**src/rtl/hba_global_regs.sv**
```systemverilog
module hba_global_regs #(
  parameter int NUM_PORTS = 6,
  parameter logic [NUM_PORTS-1:0] PORT_MAP = 6'b110101,
  parameter int NUM_SLOTS = 32,
  parameter bit AHCI_ONLY = 1'b0,
  parameter int ADDR_W = 12
) (
  input  logic                   clk,
  input  logic                   rst_n,
  input  logic                   req,
  input  logic                   we,
  input  logic [ADDR_W-3:0]      dw_addr,
  input  logic [31:0]            wdata,
  output logic                   rvalid,
  output logic [31:0]            rdata,
  output logic                   port_req,
  output logic [NUM_PORTS-1:0]   port_sel,
  output logic                   port_we,
  output logic [4:0]             port_offs,
  output logic [31:0]            port_wdata,
  input  logic [NUM_PORTS*32-1:0] port_rdata,
  input  logic [NUM_PORTS-1:0]   port_irq,
  output logic                   port_reset,
  output logic                   host_irq
);
  localparam int DW = ADDR_W - 2;
  localparam int PW = DW - 5;
  localparam logic [31:0] CAP_VAL = (32'(AHCI_ONLY) << 18) |
                                    (32'(NUM_SLOTS - 1) << 8) |
                                    32'(NUM_PORTS - 1);
  localparam logic [31:0] VS_VAL = 32'h0001_0300;
  localparam logic [5:0] IDX_CAP = 6'd0;
  localparam logic [5:0] IDX_GHC = 6'd1;
  localparam logic [5:0] IDX_IS  = 6'd2;
  localparam logic [5:0] IDX_PI  = 6'd3;
  localparam logic [5:0] IDX_VS  = 6'd4;

  logic                 ie_q, ae_q, hr_q;
  logic [NUM_PORTS-1:0] is_q, irq_prev, rise;
  logic [31:0]          rd_mux, glob_rd, port_rd;
  logic                 in_glob, rd_req, wr_ghc, wr_is, hr_wr, ae_rd;
  logic [PW-1:0]        pidx;

  assign in_glob = (dw_addr[DW-1:6] == '0);
  assign pidx    = dw_addr[DW-1:5] - PW'(2);
  assign rd_req  = req && !we;
  assign wr_ghc  = req && we && in_glob && (dw_addr[5:0] == IDX_GHC);
  assign wr_is   = req && we && in_glob && (dw_addr[5:0] == IDX_IS);
  assign hr_wr   = wr_ghc && wdata[0];
  assign ae_rd   = AHCI_ONLY ? 1'b1 : ae_q;
  assign rise    = port_irq & ~irq_prev & PORT_MAP;

  always_comb begin
    for (int i = 0; i < NUM_PORTS; i++)
      port_sel[i] = req && !in_glob && (pidx == PW'(i)) && PORT_MAP[i];
  end

  assign port_req   = |port_sel;
  assign port_we    = we;
  assign port_offs  = dw_addr[4:0];
  assign port_wdata = wdata;
  assign port_reset = hr_q;
  assign host_irq   = ie_q && (|is_q);

  always_comb begin
    case (dw_addr[5:0])
      IDX_CAP: glob_rd = CAP_VAL;
      IDX_GHC: glob_rd = {ae_rd, 28'd0, 1'b0, ie_q, hr_q};
      IDX_IS:  glob_rd = 32'(is_q);
      IDX_PI:  glob_rd = 32'(PORT_MAP);
      IDX_VS:  glob_rd = VS_VAL;
      default: glob_rd = '0;
    endcase
  end

  always_comb begin
    port_rd = '0;
    for (int i = 0; i < NUM_PORTS; i++)
      if (port_sel[i]) port_rd = port_rd | port_rdata[i*32 +: 32];
  end

  assign rd_mux = in_glob ? glob_rd : port_rd;

  always_ff @(posedge clk or negedge rst_n) begin
    if (!rst_n) begin
      rvalid <= 1'b0;
      rdata  <= '0;
    end else begin
      rvalid <= rd_req;
      if (rd_req) rdata <= rd_mux;
    end
  end

  always_ff @(posedge clk or negedge rst_n) begin
    if (!rst_n) begin
      ie_q     <= 1'b0;
      ae_q     <= 1'b0;
      hr_q     <= 1'b0;
      is_q     <= '0;
      irq_prev <= '0;
    end else begin
      irq_prev <= port_irq;
      if (hr_wr) begin
        hr_q <= 1'b1;
        ie_q <= 1'b0;
        ae_q <= 1'b0;
        is_q <= '0;
      end else begin
        hr_q <= 1'b0;
        if (wr_ghc) begin
          ie_q <= wdata[1];
          if (!AHCI_ONLY) ae_q <= wdata[31];
        end
        if (hr_q) is_q <= '0;
        else is_q <= (is_q & ~(wr_is ? wdata[NUM_PORTS-1:0] : '0)) | rise;
      end
    end
  end


  hr_pulse_chk: assert property (@(posedge clk) disable iff (!rst_n)
    hr_q |=> !hr_q);


  hr_clear_chk: assert property (@(posedge clk) disable iff (!rst_n)
    hr_wr |=> (is_q == '0 && !ie_q && port_reset));


  sel_onehot_chk: assert property (@(posedge clk) disable iff (!rst_n)
    $onehot0(port_sel));


  edge_set_chk: assert property (@(posedge clk) disable iff (!rst_n)
    ((|rise) && !hr_q && !hr_wr) |=> ((is_q & $past(rise)) == $past(rise)));


  rvalid_chk: assert property (@(posedge clk) disable iff (!rst_n)
    rd_req |=> rvalid);


  unimpl_zero_chk: assert property (@(posedge clk) disable iff (!rst_n)
    (rd_req && !in_glob && !port_req) |=> (rdata == 32'd0));
endmodule

```
**config.mk**
```make
export PLATFORM = sky130hd
export DESIGN_NAME = hba_global_regs
export DESIGN_NICKNAME = d
export VERILOG_FILES = /design/src/rtl/hba_global_regs.sv
export SDC_FILE = /design/constraint.sdc
export NUM_CORES = 1
export LEC_CHECK = 0
export BUFFER_PORTS_ARGS = -buffer_cell sky130_fd_sc_hd__buf_4
export CAP_MARGIN = 25
export CORE_AREA = 2 2 127 129
export CTS_BUF_LIST = sky130_fd_sc_hd__clkbuf_16
export DETAILED_ROUTE_END_ITERATION = 10
export DIE_AREA = 0 0 129 131
export HOLD_SLACK_MARGIN = 0.15
export PLACE_DENSITY_LB_ADDON = 0.3
export SKIP_CTS_REPAIR_TIMING = 1
export SLEW_MARGIN = 20
export SYNTH_ARGS = -nofsm -noshare
export SYNTH_HDL_FRONTEND = slang
export SYNTH_SLANG_ARGS = --single-unit
```
**constraint.sdc**
```tcl
create_clock -name clk -period 2.7 [get_ports clk]
set_input_delay 0.405 -clock clk [delete_from_list [all_inputs] [get_ports clk]]
set_output_delay 0.405 -clock clk [all_outputs]
set_load 0.05 [all_outputs]
```
==> reports/results.txt <==
die width = 129 um
GRT Util Overall = 15.12%
Crit path arrival time = 1.99 ns
GRT met3 Usage = 2.972%
Top cell by count, worst path = buf_4
Crit Path Max Fanout = 6
met1 Use GR = 18.55%
fin crit share = 88.62%
Fillers = 1618
# DRC = 0
I/O pin count = 324
Max VDD drop = 0.2610 mV
Startpoint Class = input pin
Yosys reg bits = 46
H-tree levels = 2
post-layout util = 33.61%
gr busiest metal = met2
Hold Fails Final Rpt = 0
CTS tree = yes
Crit Path Class = input pin to output port
largest net degree at the start of global routing = 47
Chip Height = 131 um
clock latency on the worst-skew pair = 0.30 ns
max cap viols = 0
vias per cell = 4.640
r2r startpoint = is_q[2]$_DFF_PN0_
post-DP HPWL = 10490 um
Final ANT Viol Nets = 0
Cell variety after synth = 58
nets = 783
status = finished clean
DRT Pass-1 Iters = 4
crit path max-delay cell type = ha_1
Layout Skew = 0.002154 ns
number of I/O port buffers = 205
Hold Crit Class = input pin to async pin
Synth area leader = dfrtp_1
ordered list of cells on the worst path = buf_4, inv_1, ha_1, and2_1, a21oi_2, o21ai_0, nand2_1, nor3_2, buf_4
CP peak stage delay = 0.31 ns
Core Region = 15600 um^2
Post-synth top flop = dfrtp_1
number of global-route vias before repair = 3556
CP top delay family = simple AND/OR/NAND/NOR gates
WP data required = 2.30 ns
Worst Tran Pin Value = 0.6289 ns
RD Place Congestion = 0.8030
Setup-failing EPs final = 0
WL/cell = 17.68 um
n_diodes = 0
Overflow after GRT = 0
first-pass GRT wire length = 19210 um
leakage power = 2.423 nW
Initial Utilization = 22.99%
final WL = 13350 um
Clock Tree Buf Depth = 2
Cell Area, Synth = 3586 um^2
Critical Path End Type = output port
Multi-input gate area = 1981 um^2
count leader, synth = dfrtp_1
initial antenna violation count = 0
Gate Count Post-Synth = 374
pwr/cell area = 457.6 nW/um^2
Max Transition Viols Final = 0
ys async rst share = 100.0%
layout cell share with drive strength beyond 1 = 56.03%
Yosys top cell area share = 32.10%
clk sinks = 46
Synth top cells by count = dfrtp_1, nor2_1, buf_4
final setup TNS = 0 ns
average size of a mapped cell = 9.588 um^2
GRT met2 Usage = 26.89%
cell row count = 46
Worst-path clk slew = 0.07 ns
fmax = 417.9 MHz
Synthesis Warnings = 0
Period minus WS final = 2.393 ns
relative slew slack = 58.07%
register area share after synthesis = 32.10%
vias = 3503
largest cells by area after synthesis = dfrtp_1, mux2_2, buf_4
EDFF count, synth = 0
Clock Tree Root = clkbuf_16
Initial DRC Count = 129
CTS Buf Count = 5
Setup crit start = dw_addr[6]
area grow syn2layout = 46.20%
WP buf/inv = 3
RSZ-0062 raised after global routing = no
Register Area = 1151 um^2
Die Footprint = 16900 um^2
-- logic make-up after synthesis --
family | share of synthesized area (%)
muxes | 13.47
other | 0.1046
and+or+nand+nor | 15.14
adders and majority gates | 0.3489
buffers and inverters | 13.22
AOI/OAI and AO/OA | 25.37
DFF | 32.10
xor gates and xnor gates | 0.2443
-- cells in the final DEF (no fill, tap or decap), types with 2 or more instances in the layout --
cell,synthesis,layout
buf_4,43,219
dfrtp_1,46,46
nor2_1,44,44
mux2_2,42,42
o21ai_0,28,28
a221oi_2,21,21
nand2_1,18,18
a22o_1,12,12
a21oi_1,10,10
nand3_1,9,9
inv_1,7,8
nor2b_1,8,8
nand2b_1,8,7
a221oi_1,6,6
clkbuf_16,0,5
and2_1,4,4
a31oi_1,3,3
a32o_1,3,3
nand2_2,2,2
a211oi_1,2,2
o211ai_1,2,2
o221ai_1,2,2
conb_1,1,2
-- state kept, by name, indices dropped and copies added (netlist names) --
signal and count:
rdata 32, port_reset 1, is_q 6, rvalid 1
irq_prev 4, ae_q 1, ie_q 1
-- through the flow --
step	total power, mW	std cells	area [um^2]	setup slack, ns	hold WS [ns]
after floorplan	1.424	375	3595	-0.1920	0.1094
after global placement	1.694	747	5076	0.2843	0.4661
after detailed placement	1.703	747	5076	0.3244	0.4740
after CTS	2.449	755	5243	0.2954	0.1442
after global routing	2.523	755	5243	0.1457	0.1759
final	2.399	755	5243	0.3074	0.1161
-- power by group --
group / total, mW / switching, mW / internal, mW / leakage (nW)
registers: 0.787 / 0.0350 / 0.752 / 0.544
logic: 0.896 / 0.525 / 0.370 / 1.80
clock network: 0.717 / 0.283 / 0.434 / 0.0812
-- metal layers --
layer / vias to the layer above / wire, um
met1: 1658 / 5666
met4: 0 / 187
met5: - / 0
met2: 163 / 6565
li1: 1660 / -
met3: 22 / 931
-- final timing paths --
path | endpoint | slack, ns | cells after the start
worst max-delay path | port_sel[2] | 0.31 | 9
worst min-delay path | irq_prev[2]$_DFF_PN0_ | 0.12 | 1
worst max register to register | rdata[2]$_DFFE_PN0P_ | 1.62 | 4
worst min register to register | ae_q$_DFFE_PN0P_ | 0.49 | 2
max in group asynchronous | rdata[24]$_DFFE_PN0P_ | 2.15 | 1
min in group clk | irq_prev[4]$_DFF_PN0_ | 0.22 | 1
-- cell type report --
class | instances | share of cell area, %
tap | 216 | 5.155
inverter | 8 | 0.5728
clock inverter | 3 | 0.7876
multi-input combinational | 258 | 37.78
clock buffer | 5 | 2.387
sequential | 46 | 21.96
timing repair buffer | 219 | 31.36
Power figures use the tool's default switching activity.
